$ cat src/rtl/fbr_pkg.sv
package fbr_pkg;
    localparam int CODE_W = 4;

    localparam logic [CODE_W-1:0] OP_JA   = 4'h0;
    localparam logic [CODE_W-1:0] OP_JEQ  = 4'h1;
    localparam logic [CODE_W-1:0] OP_JGT  = 4'h2;
    localparam logic [CODE_W-1:0] OP_JGE  = 4'h3;
    localparam logic [CODE_W-1:0] OP_JSET = 4'h4;
    localparam logic [CODE_W-1:0] OP_JNE  = 4'h5;
    localparam logic [CODE_W-1:0] OP_JSGT = 4'h6;
    localparam logic [CODE_W-1:0] OP_JSGE = 4'h7;
    localparam logic [CODE_W-1:0] OP_CALL = 4'h8;
    localparam logic [CODE_W-1:0] OP_EXIT = 4'h9;
    localparam logic [CODE_W-1:0] OP_JLT  = 4'hA;
    localparam logic [CODE_W-1:0] OP_JLE  = 4'hB;
    localparam logic [CODE_W-1:0] OP_JSLT = 4'hC;
    localparam logic [CODE_W-1:0] OP_JSLE = 4'hD;

    typedef enum logic [1:0] {
        ST_IDLE      = 2'd0,
        ST_CALL_WAIT = 2'd1,
        ST_EXIT_WAIT = 2'd2
    } fbr_state_e;
endpackage

$ cat src/rtl/fbr_cond_eval.sv
module fbr_cond_eval
    import fbr_pkg::*;
#(
    parameter int DATA_W   = 64,
    parameter int NARROW_W = 32
) (
    input  logic [CODE_W-1:0] op,
    input  logic              narrow,
    input  logic [DATA_W-1:0] a,
    input  logic [DATA_W-1:0] b,
    output logic              cond_taken
);
    localparam int EXT_W = DATA_W - NARROW_W;

    logic [DATA_W-1:0] a_u, b_u, a_s, b_s;
    logic              eq, ltu, lts, any_set;

    // Zero-extended view for unsigned and equality tests, sign-extended view for signed tests
    always_comb begin
        if (narrow) begin
            a_u = {{EXT_W{1'b0}}, a[NARROW_W-1:0]};
            b_u = {{EXT_W{1'b0}}, b[NARROW_W-1:0]};
            a_s = {{EXT_W{a[NARROW_W-1]}}, a[NARROW_W-1:0]};
            b_s = {{EXT_W{b[NARROW_W-1]}}, b[NARROW_W-1:0]};
        end else begin
            a_u = a;
            b_u = b;
            a_s = a;
            b_s = b;
        end
    end

    assign eq      = (a_u == b_u);
    assign ltu     = (a_u < b_u);
    assign lts     = ($signed(a_s) < $signed(b_s));
    assign any_set = |(a_u & b_u);

    always_comb begin
        case (op)
            OP_JA:   cond_taken = 1'b1;
            OP_JEQ:  cond_taken = eq;
            OP_JNE:  cond_taken = !eq;
            OP_JSET: cond_taken = any_set;
            OP_JGT:  cond_taken = !ltu && !eq;
            OP_JGE:  cond_taken = !ltu;
            OP_JLT:  cond_taken = ltu;
            OP_JLE:  cond_taken = ltu || eq;
            OP_JSGT: cond_taken = !lts && !eq;
            OP_JSGE: cond_taken = !lts;
            OP_JSLT: cond_taken = lts;
            OP_JSLE: cond_taken = lts || eq;
            default: cond_taken = 1'b0;   // call, exit and unused codes 0xE/0xF
        endcase
    end
endmodule

$ cat src/rtl/fbr_target_calc.sv
module fbr_target_calc #(
    parameter int PC_W       = 64,
    parameter int OFF_W      = 16,
    parameter int SLOT_SHIFT = 3
) (
    input  logic [PC_W-1:0]  pc,
    input  logic [OFF_W-1:0] offset,
    input  logic             wide,
    output logic [PC_W-1:0]  taken_pc,
    output logic [PC_W-1:0]  fall_pc
);
    localparam int               EXT_W = PC_W - OFF_W;
    localparam logic [PC_W-1:0]  ONE   = PC_W'(1);
    localparam logic [PC_W-1:0]  TWO   = PC_W'(2);

    logic [PC_W-1:0] off_ext, slots;

    // Displacement is relative to the following slot, so add one slot before scaling
    assign off_ext  = {{EXT_W{offset[OFF_W-1]}}, offset};
    assign slots    = off_ext + ONE;
    assign taken_pc = pc + (slots << SLOT_SHIFT);
    assign fall_pc  = pc + ((wide ? TWO : ONE) << SLOT_SHIFT);
endmodule

$ cat src/rtl/fbr_seq.sv
module fbr_seq
    import fbr_pkg::*;
#(
    parameter int PC_W   = 64,
    parameter int CALL_W = 32
) (
    input  logic              clk,
    input  logic              rst_n,
    input  logic              in_valid,
    input  logic [CODE_W-1:0] op,
    input  logic              cond_taken,
    input  logic [PC_W-1:0]   taken_pc,
    input  logic [PC_W-1:0]   fall_pc,
    input  logic [CALL_W-1:0] call_imm,
    input  logic              ack,
    output logic [PC_W-1:0]   next_pc_q,
    output logic              pc_valid_q,
    output logic              taken_q,
    output logic              call_stb_q,
    output logic              exit_stb_q,
    output logic [CALL_W-1:0] call_target_q,
    output logic              busy
);
    fbr_state_e      state_q, state_d;
    logic [PC_W-1:0] resume_q;
    logic            accept, is_call, is_exit;

    assign accept  = in_valid && (state_q == ST_IDLE);
    assign is_call = (op == OP_CALL);
    assign is_exit = (op == OP_EXIT);
    assign busy    = (state_q != ST_IDLE);

    always_comb begin
        state_d = state_q;
        unique case (state_q)
            ST_IDLE: begin
                if (accept && is_call)      state_d = ST_CALL_WAIT;
                else if (accept && is_exit) state_d = ST_EXIT_WAIT;
            end
            ST_CALL_WAIT: if (ack) state_d = ST_IDLE;
            ST_EXIT_WAIT: if (ack) state_d = ST_IDLE;
            default:      state_d = ST_IDLE;
        endcase
    end

    always_ff @(posedge clk) begin
        if (!rst_n) state_q <= ST_IDLE;
        else        state_q <= state_d;
    end

    always_ff @(posedge clk) begin
        if (!rst_n) begin
            next_pc_q     <= '0;
            pc_valid_q    <= 1'b0;
            taken_q       <= 1'b0;
            call_stb_q    <= 1'b0;
            exit_stb_q    <= 1'b0;
            call_target_q <= '0;
            resume_q      <= '0;
        end else begin
            pc_valid_q <= 1'b0;
            taken_q    <= 1'b0;
            call_stb_q <= 1'b0;
            exit_stb_q <= 1'b0;
            unique case (state_q)
                ST_IDLE: begin
                    if (accept) begin
                        if (is_call) begin
                            call_stb_q    <= 1'b1;
                            call_target_q <= call_imm;
                            resume_q      <= fall_pc;
                        end else if (is_exit) begin
                            exit_stb_q <= 1'b1;
                        end else begin
                            pc_valid_q <= 1'b1;
                            taken_q    <= cond_taken;
                            next_pc_q  <= cond_taken ? taken_pc : fall_pc;
                        end
                    end
                end
                ST_CALL_WAIT: begin
                    if (ack) begin
                        pc_valid_q <= 1'b1;
                        next_pc_q  <= resume_q;
                    end
                end
                ST_EXIT_WAIT: begin
                end
                default: begin
                end
            endcase
        end
    end

    // result, call and exit events are mutually exclusive
    p_one_event_r10: assert property (@(posedge clk) disable iff (!rst_n)
        $onehot0({pc_valid_q, call_stb_q, exit_stb_q}));

    // call strobe lasts a single cycle
    p_call_pulse_r10: assert property (@(posedge clk) disable iff (!rst_n)
        call_stb_q |=> !call_stb_q);

    // exit strobe lasts a single cycle and the exit wait never publishes a PC
    p_exit_pulse_r11: assert property (@(posedge clk) disable iff (!rst_n)
        exit_stb_q |=> !exit_stb_q);
    p_exit_quiet_r11: assert property (@(posedge clk) disable iff (!rst_n)
        (state_q == ST_EXIT_WAIT) |=> !pc_valid_q);

    // a waiting state without acknowledge holds the program counter
    p_busy_hold_r12: assert property (@(posedge clk) disable iff (!rst_n)
        (busy && !ack) |=> (!pc_valid_q && $stable(next_pc_q)));

    // always-jump publishes the taken target
    p_ja_taken_r9: assert property (@(posedge clk) disable iff (!rst_n)
        (accept && op == OP_JA) |=> (pc_valid_q && taken_q && next_pc_q == $past(taken_pc)));

    // a not-taken result from idle lands on the fall-through address
    p_fall_r4: assert property (@(posedge clk) disable iff (!rst_n)
        (accept && !is_call && !is_exit && !cond_taken) |=> (pc_valid_q && !taken_q && next_pc_q == $past(fall_pc)));
endmodule

$ cat src/rtl/fbr_branch_unit.sv
module fbr_branch_unit
    import fbr_pkg::*;
#(
    parameter int PC_W       = 64,
    parameter int DATA_W     = 64,
    parameter int NARROW_W   = 32,
    parameter int OFF_W      = 16,
    parameter int CALL_W     = 32,
    parameter int SLOT_SHIFT = 3
) (
    input  logic              clk,
    input  logic              rst_n,
    input  logic              in_valid,
    input  logic [PC_W-1:0]   pc_in,
    input  logic [3:0]        op_code,
    input  logic              cmp_narrow,
    input  logic [DATA_W-1:0] opnd_a,
    input  logic [DATA_W-1:0] opnd_b,
    input  logic [OFF_W-1:0]  offset,
    input  logic              wide_insn,
    input  logic              svc_ack,
    output logic [PC_W-1:0]   next_pc,
    output logic              pc_valid,
    output logic              taken,
    output logic              call_stb,
    output logic              exit_stb,
    output logic [CALL_W-1:0] call_target,
    output logic              busy
);
    logic            cond_taken;
    logic [PC_W-1:0] taken_pc, fall_pc;

    fbr_cond_eval #(
        .DATA_W   (DATA_W),
        .NARROW_W (NARROW_W)
    ) u_cond (
        .op         (op_code),
        .narrow     (cmp_narrow),
        .a          (opnd_a),
        .b          (opnd_b),
        .cond_taken (cond_taken)
    );

    fbr_target_calc #(
        .PC_W       (PC_W),
        .OFF_W      (OFF_W),
        .SLOT_SHIFT (SLOT_SHIFT)
    ) u_target (
        .pc       (pc_in),
        .offset   (offset),
        .wide     (wide_insn),
        .taken_pc (taken_pc),
        .fall_pc  (fall_pc)
    );

    fbr_seq #(
        .PC_W   (PC_W),
        .CALL_W (CALL_W)
    ) u_seq (
        .clk           (clk),
        .rst_n         (rst_n),
        .in_valid      (in_valid),
        .op            (op_code),
        .cond_taken    (cond_taken),
        .taken_pc      (taken_pc),
        .fall_pc       (fall_pc),
        .call_imm      (opnd_b[CALL_W-1:0]),
        .ack           (svc_ack),
        .next_pc_q     (next_pc),
        .pc_valid_q    (pc_valid),
        .taken_q       (taken),
        .call_stb_q    (call_stb),
        .exit_stb_q    (exit_stb),
        .call_target_q (call_target),
        .busy          (busy)
    );
endmodule

$ cat config.mk
export PLATFORM = sky130hd
export DESIGN_NAME = fbr_branch_unit
export DESIGN_NICKNAME = d
export VERILOG_FILES = /design/src/rtl/fbr_pkg.sv /design/src/rtl/fbr_cond_eval.sv /design/src/rtl/fbr_target_calc.sv /design/src/rtl/fbr_seq.sv /design/src/rtl/fbr_branch_unit.sv
export SDC_FILE = /design/constraint.sdc
export NUM_CORES = 1
export LEC_CHECK = 0
export BUFFER_PORTS_ARGS = -buffer_cell sky130_fd_sc_hd__buf_2
export CAP_MARGIN = 5
export CORE_MARGIN = 2
export CORE_UTILIZATION = 50
export CTS_CLUSTER_DIAMETER = 40
export DETAILED_ROUTE_END_ITERATION = 8
export PLACE_DENSITY = 0.73
export RECOVER_POWER = 25
export REMOVE_ABC_BUFFERS = 1
export SETUP_SLACK_MARGIN = 0.02
export SYNTH_ARGS = -nofsm -noshare
export SYNTH_HDL_FRONTEND = slang
export SYNTH_SLANG_ARGS = --single-unit
$ cat constraint.sdc
create_clock -name clk -period 5.7 [get_ports clk]
set_input_delay 0.855 -clock clk [delete_from_list [all_inputs] [get_ports clk]]
set_output_delay 0.855 -clock clk [all_outputs]
set_load 0.05 [all_outputs]
==> impl_results.md, run 1 <==
- # clock sinks: 166
- Critical path fanouts, max: 26
- Layout cells sized above 1: 14.8%
- GRT Overall Usage: 30.6%
- Worst Path Buf+Inv: 4
- Initial Util: 50.9%
- Req. time, crit path: 6.06 ns
- CP max-delay cell: a211oi_4
- Slew Viols, Final: 67
- Crit path cell chain: buf_2 > ha_1 > nand2_1 > nor2_1 > and3_1 > and3_1 > nand3_1 > o21ai_0 > inv_1 > buf_4 > buf_4 > ha_1 > nand2_1 > or3_1 > nand2b_1 > o311ai_0 > nor2_1 > a211oi_4 > nor2_2 > o31ai_1 > and3b_1 > a2111oi_4
- Non-Filler Instances: 2,764
- Fin nets: 2,791
- Worst-path clk slew: 0.07 ns
- Vias/cell: 5.88
- Relative slew margins: -130%
- Critical Path Sink Type: flop
- Hold Vio Cnt, Final: 0
- IO Port Bufs: 318
- Tmin final: 5.16 ns
- TritonCTS clock tree: built
- Worst Tran Pin Value: 3.45 ns
- Setup CP Type: primary input to flop
- Post-Syn Area: 16,100 um^2
- Initial DRC Count: 1,095
- Skew final: 0.00642 ns
- Vias in the first global route: 15,600
- Mapped Avg Cell Area: 7.65 um^2
- Final setup violation count: 0
- Total CTS buffers: 17
- Max Buffers Root-to-Sink: 2
- Max VDD drop: 242 uV
- Die height: 183 um
- Post-CTS setup repair buffer count: 0
- Fmax: 0.194 GHz
- Number of synthesized register bits: 166
- Unrepaired setup endpoints after global routing: no
- First-pass GRT wire length: 82.4 mm
- Inst Count DP: 2,729
- DIE WIDTH: 183 um
- CTS root buffer: clkbuf_16
- Worst-skew pair later-pin latency: 0.46 ns
- Status: complete, but fails checks
- Sequential share of the synthesized area: 20.6%
- Largest net degree at the start of global routing: 90
- Initial antenna violation count: 5
- Via count: 16,200
- Type of the most critical hold path: flop to flop
- Wire per inst: 18.8 um
- Final Wtd Congestion: 0.942
- CP delay by family, top: simple AND/OR/NAND/NOR gates
- P_leak: 8.49 nW
- CP max stage delay: 0.41 ns
- Yosys top cell area share: 20.6%
- # rows: 65
- Area growth syn-to-layout: 14.3%
- Yosys top cell by area: dfxtp_1
- Yosys warns: 0
- Post-synth top flop: dfxtp_1
- Detail Placement HPWL: 39.5 mm
- Type of element launching the critical path: primary input
- EDFF count, synth: 0
- Ranking of synthesized cells by area: dfxtp_1 (21%), ha_1 (17%), nor2_1 (5.0%), a21oi_1 (4.9%), nand2_1 (4.7%)
- I/O pins: 319
- Total congestion overflow: 0
- # H-tree levels: 4
- Failing checks: max-capacitance violations, max-slew violations
- DRC violations left: 0
- CP Data Arrival Time: 5.52 ns
- Post-cts sizing count: 0
- Post-Synthesis Cells: 2,106
- Netlist cell types: 89
- Worst-case hold slack: 0.452 ns
- PD cells: 234 nW/um^2
- CORE AREA: 31,600 um^2
- TritonRoute pass-1 iters: 6
- Final WL: 52.0 mm
- Post-synth ARST share: 0%
- Die ar.: 33,700 um^2
- Max cap viols: 1
- Fin crit share: 90.5%
- Post-route ant nets: 0
- Hold buffers post-CTS: 0
state kept, by name, summed over array words and instances (netlist names):
name and count:
u_seq.next_pc_q 64, u_seq.pc_valid_q 1, u_seq.exit_stb_q 1, u_seq.taken_q 1, u_seq.call_stb_q 1, u_seq.state_q 2, u_seq.resume_q 64, u_seq.call_target_q 32
metal layers:
metal  share of wire, %  track usage (%)
met3                5.6             3.94
met4                3.6             12.8
met5              0.044                0
met1                 44             38.9
met2                 47             52.1
report_power, final:
part,internal [mW],total (mW),leakage [nW],switching (mW)
logic,0.593,1.76,6.85,1.16
registers,1.26,1.32,1.35,0.0607
clock network,0.678,1.23,0.287,0.548
total,2.53,4.30,8.49,1.77
metrics by stage:
| stage | util [%] | power (mW) | setup TNS [ns] | area [um^2] | worst slack [ns] |
|---|---|---|---|---|---|
| 6_report | 58.2 | 4.30 | 0 | 18400 | 0.539 |
| 5_1_grt | 58.2 | 4.54 | 0 | 18400 | 0.0290 |
| 4_1_cts | 58.4 | 4.32 | 0 | 18500 | 0.609 |
| 3_5_place_dp | 56.5 | 3.09 | 0 | 17900 | 0.121 |
| 3_3_place_gp | 56.5 | 3.08 | 0 | 17900 | 0.265 |
| 2_1_floorplan | - | 2.57 | -292.73 | 15600 | -2.76 |
cells in the mapped netlist (19+ instances only):
cell and number:
a211oi_1 67, a21o_1 81, a21oi_1 159, and3_1 24, clkbuf_1 95, dfxtp_1 166
ha_1 225, inv_1 101, mux2i_1 39, nand2_1 201, nand2b_1 42, nand3_1 69
nand4_1 46, nor2_1 216, nor2b_1 44, nor3_1 38, nor4_1 19, o211ai_1 44
o21ai_0 79, xnor2_1 70, xor2_1 60
final cells by class:
| class | instances | area (um^2) |
|---|---|---|
| Antenna cell | 3 | 7.51 |
| Clock buffer | 21 | 460 |
| Clock inverter | 11 | 135 |
| Fill cell | 3019 | 13200 |
| Inverter | 102 | 384 |
| Multi-Input combinational cell | 1717 | 11900 |
| Sequential cell | 166 | 3320 |
| Tap cell | 402 | 503 |
| Timing Repair Buffer | 342 | 1700 |
cell families after synthesis:
kind of cell	synth area share, %
muxes	2.77
AOI/OAI and AO/OA	23.3
xor gates and xnor gates	7.07
adders and majority gates	17.7
buffers and inverters	5.64
and+or+nand+nor	22.8
DFF	20.6
tightest hold or removal path, stage by stage, from the launching register on:
cell and delay (ns):
dfxtp_1 0.31, nand2_1 0.05, a21oi_1 0.05
cell usage in the layout (no fill, tap or decap), types with 6 or more instances in the layout:
| cell type | instances |
|---|---|
| and4_1 | 6 |
| xor2_1 | 60 |
| nand2_1 | 201 |
| nand2b_1 | 42 |
| nor2_1 | 216 |
| dfxtp_1 | 166 |
| nor3_1 | 37 |
| nor2b_1 | 44 |
| o21ai_1 | 10 |
| o21a_1 | 8 |
| xnor2_1 | 70 |
| o31ai_1 | 13 |
| a211oi_1 | 67 |
| or3_1 | 14 |
| buf_2 | 254 |
| o21ai_0 | 79 |
| ha_1 | 224 |
| a21o_1 | 81 |
| a22o_1 | 11 |
| a31oi_1 | 10 |
| inv_1 | 100 |
| buf_4 | 22 |
| a21oi_1 | 159 |
| and2_1 | 8 |
| mux2i_1 | 39 |
| clkbuf_16 | 17 |
| o211a_1 | 15 |
| o211ai_1 | 44 |
| nor4_1 | 19 |
| clkbuf_1 | 67 |
| nand3_1 | 69 |
| o21bai_1 | 12 |
| nand4_1 | 46 |
| and3_1 | 24 |
worst paths after layout:
path | start | endpoint | slack, ns | depth (start not counted)
setup / recovery | offset[0] | u_seq.next_pc_q[57] | 0.54 | 22
setup reg to reg | u_seq.state_q[1] | u_seq.next_pc_q[56] | 2.22 | 10
hold / removal | u_seq.call_target_q[17] | u_seq.call_target_q[17] | 0.45 | 2
hold reg to reg | u_seq.call_target_q[17] | u_seq.call_target_q[17] | 0.45 | 2
Power figures use the tool's default switching activity.
==> inputs of run 2 (changes only) <==
PLACE_DENSITY = 0.74   (was 0.73)
==> run 2 against run 1 <==
The run still ends with max-capacitance violations, max-slew violations left. Register-to-register slack improved by 0.75 ns. Via count grew 0.47%. Setup slack got worse by 0.10 ns. Clock-buffer cell count down 3. Die area unchanged. Critical path depth shrank 1. Hold slack gained 0.0028 ns. Non-clock buffer count shrank 1. Flip-flop and latch count stayed put. Largest cell class unchanged.
==> impl_results.md, run 2 (same netlist as run 1, synthesis figures left out) <==
- Status: complete, but fails checks
- Failing checks: max-capacitance violations, max-slew violations
- Die ar.: 33,700 um^2
- Fin crit share: 92.4%
- TritonCTS clock tree: built
- DP Worst Slack: 0.0271 ns
- Worst-path clk slew: 0.07 ns
- Fin nets: 2,790
- Req. time, crit path: 6.05 ns
- P_leak: 8.50 nW
- Met3 Wirelength: 2.97 mm
- Leading cell type in the layout, fill and taps excluded: buf_2
- Hold buffers post-CTS: 0
- # clock sinks: 166
- Relative slew margins: -125%
- Detail Placement HPWL: 39.4 mm
- Final Wtd Congestion: 0.948
- CP max-delay cell: ha_1
- Slew Viols, Final: 67
- Hold Vio Cnt, Final: 0
- Fin util: 58.3%
- Metal-1 WL: 22.5 mm
- Initial Util: 50.9%
- First-pass GRT wire length: 82.4 mm
- I/O pins: 319
- Post-route ant nets: 0
- TritonRoute pass-1 iters: 5
- Fill count: 3,033
- Critical path fanouts, max: 9
- Max VDD drop: 225 uV
- Post-CTS setup repair buffer count: 0
- Crit path cell chain: buf_2 > ha_1 > nand2_1 > nor2_1 > and3_1 > and3_1 > nand3_1 > o21ai_0 > inv_1 > buf_4 > ha_1 > nand4_1 > nor3_1 > o2111ai_1 > a21oi_4 > o21ai_2 > a211oi_4 > nor2_2 > o31ai_1 > and3b_1 > a2111oi_4
- Critical Path Sink Type: flop
- Final WL: 51.9 mm
- DRC violations left: 0
- CP max stage delay: 0.43 ns
- Type of the most critical hold path: flop to flop
- Total CTS buffers: 17
- Commonest non-fill, non-tap cells in the layout: buf_2 (253), ha_1 (224), nor2_1 (216)
- Wire per inst: 18.8 um
- Die height: 183 um
- Area growth syn-to-layout: 14.5%
- Post-placement cell area: 17,900 um^2
- GRT Overall Usage: 30.5%
- Largest net degree at the start of global routing: 126
- Layout cells sized above 1: 14.8%
- Setup WS post-layout: 0.435 ns
- Tmin final: 5.27 ns
- Worst-skew pair later-pin latency: 0.46 ns
- Type of element launching the critical path: primary input
- DIE WIDTH: 183 um
- Initial DRC Count: 1,098
- # rows: 65
- Vias/cell: 5.91
- Via count: 16,300
- Fmax: 0.190 GHz
- Setup CP Type: primary input to flop
- Final instance area: 18,500 um^2
- Largest regs: u_seq.next_pc_q x64, u_seq.resume_q x64, u_seq.call_target_q x32
- Worst-case hold slack: 0.455 ns
- Max Buffers Root-to-Sink: 2
- # H-tree levels: 4
- Max cap viols: 1
- IO Port Bufs: 318
- PD cells: 235 nW/um^2
- Highest metal used: met4
- Total congestion overflow: 0
- Vias in the first global route: 16,000
- CP Data Arrival Time: 5.62 ns
- Initial antenna violation count: 4
- CORE AREA: 31,600 um^2
- Skew final: 0.0165 ns
- Unrepaired setup endpoints after global routing: no
- CTS root buffer: clkbuf_16
- Wire length on met2: 24.8 mm
- Worst Tran Pin Value: 3.38 ns
- Final setup violation count: 0
## run 2: stage by stage
step / total power, mW / std cells / TNS [ns]
detailed placement: 3.09 / 2728 / 0
floorplan: 2.57 / 1985 / -292.73
global placement: 3.07 / 2728 / 0
global route: 4.57 / 2764 / 0
finish: 4.34 / 2764 / 0
CTS: 4.36 / 2760 / 0
## run 2: metal layers
| metal | GRT usage, % | vias to the layer above |
|---|---|---|
| li1 | - | 7995 |
| met1 | 37.3 | 7671 |
| met2 | 53.0 | 553 |
| met3 | 4.73 | 103 |
| met4 | 13.1 | 0 |
| met5 | 0 | - |
## run 2: what timing repair did
action / 4_1_cts / 5_1_grt
setup endpoints to repair: 0 / 1
hold endpoints to repair: 0 / 0
resized for setup: 0 / 1
## run 2: worst paths after layout
check | startpoint | end | slack (ns) | cells past startpoint
max | offset[0] | u_seq.next_pc_q[57] | 0.43 | 21
min | u_seq.call_target_q[6] | u_seq.call_target_q[6] | 0.45 | 2
max reg2reg | u_seq.state_q[0] | u_seq.next_pc_q[56] | 2.97 | 9
min reg2reg | u_seq.call_target_q[6] | u_seq.call_target_q[6] | 0.45 | 2
## run 2: critical path: cells and delay by family
kind	cells	cell delay, ns
AOI/OAI and AO/OA	7	1.76
adders and majority gates	2	0.64
buffers and inverters	3	0.63
and+or+nand+nor	9	1.71
## run 2: layout make-up
type                            instances  area [um^2]  area share [%]
Antenna cell                            4         10.0          0.0542
Clock buffer                           18          429            2.33
Clock inverter                         14          188            1.02
Inverter                              102          385            2.09
Multi-Input combinational cell       1717        11900            64.5
Sequential cell                       166         3320            18.0
Tap cell                              402          503            2.73
Timing Repair Buffer                  341         1720            9.30
## run 2: where the power goes
part | leakage (nW) | total [mW] | switching, mW | internal, mW
clock network | 0.297 | 1.26 | 0.558 | 0.703
logic | 6.85 | 1.76 | 1.17 | 0.593
registers | 1.35 | 1.32 | 0.0600 | 1.26
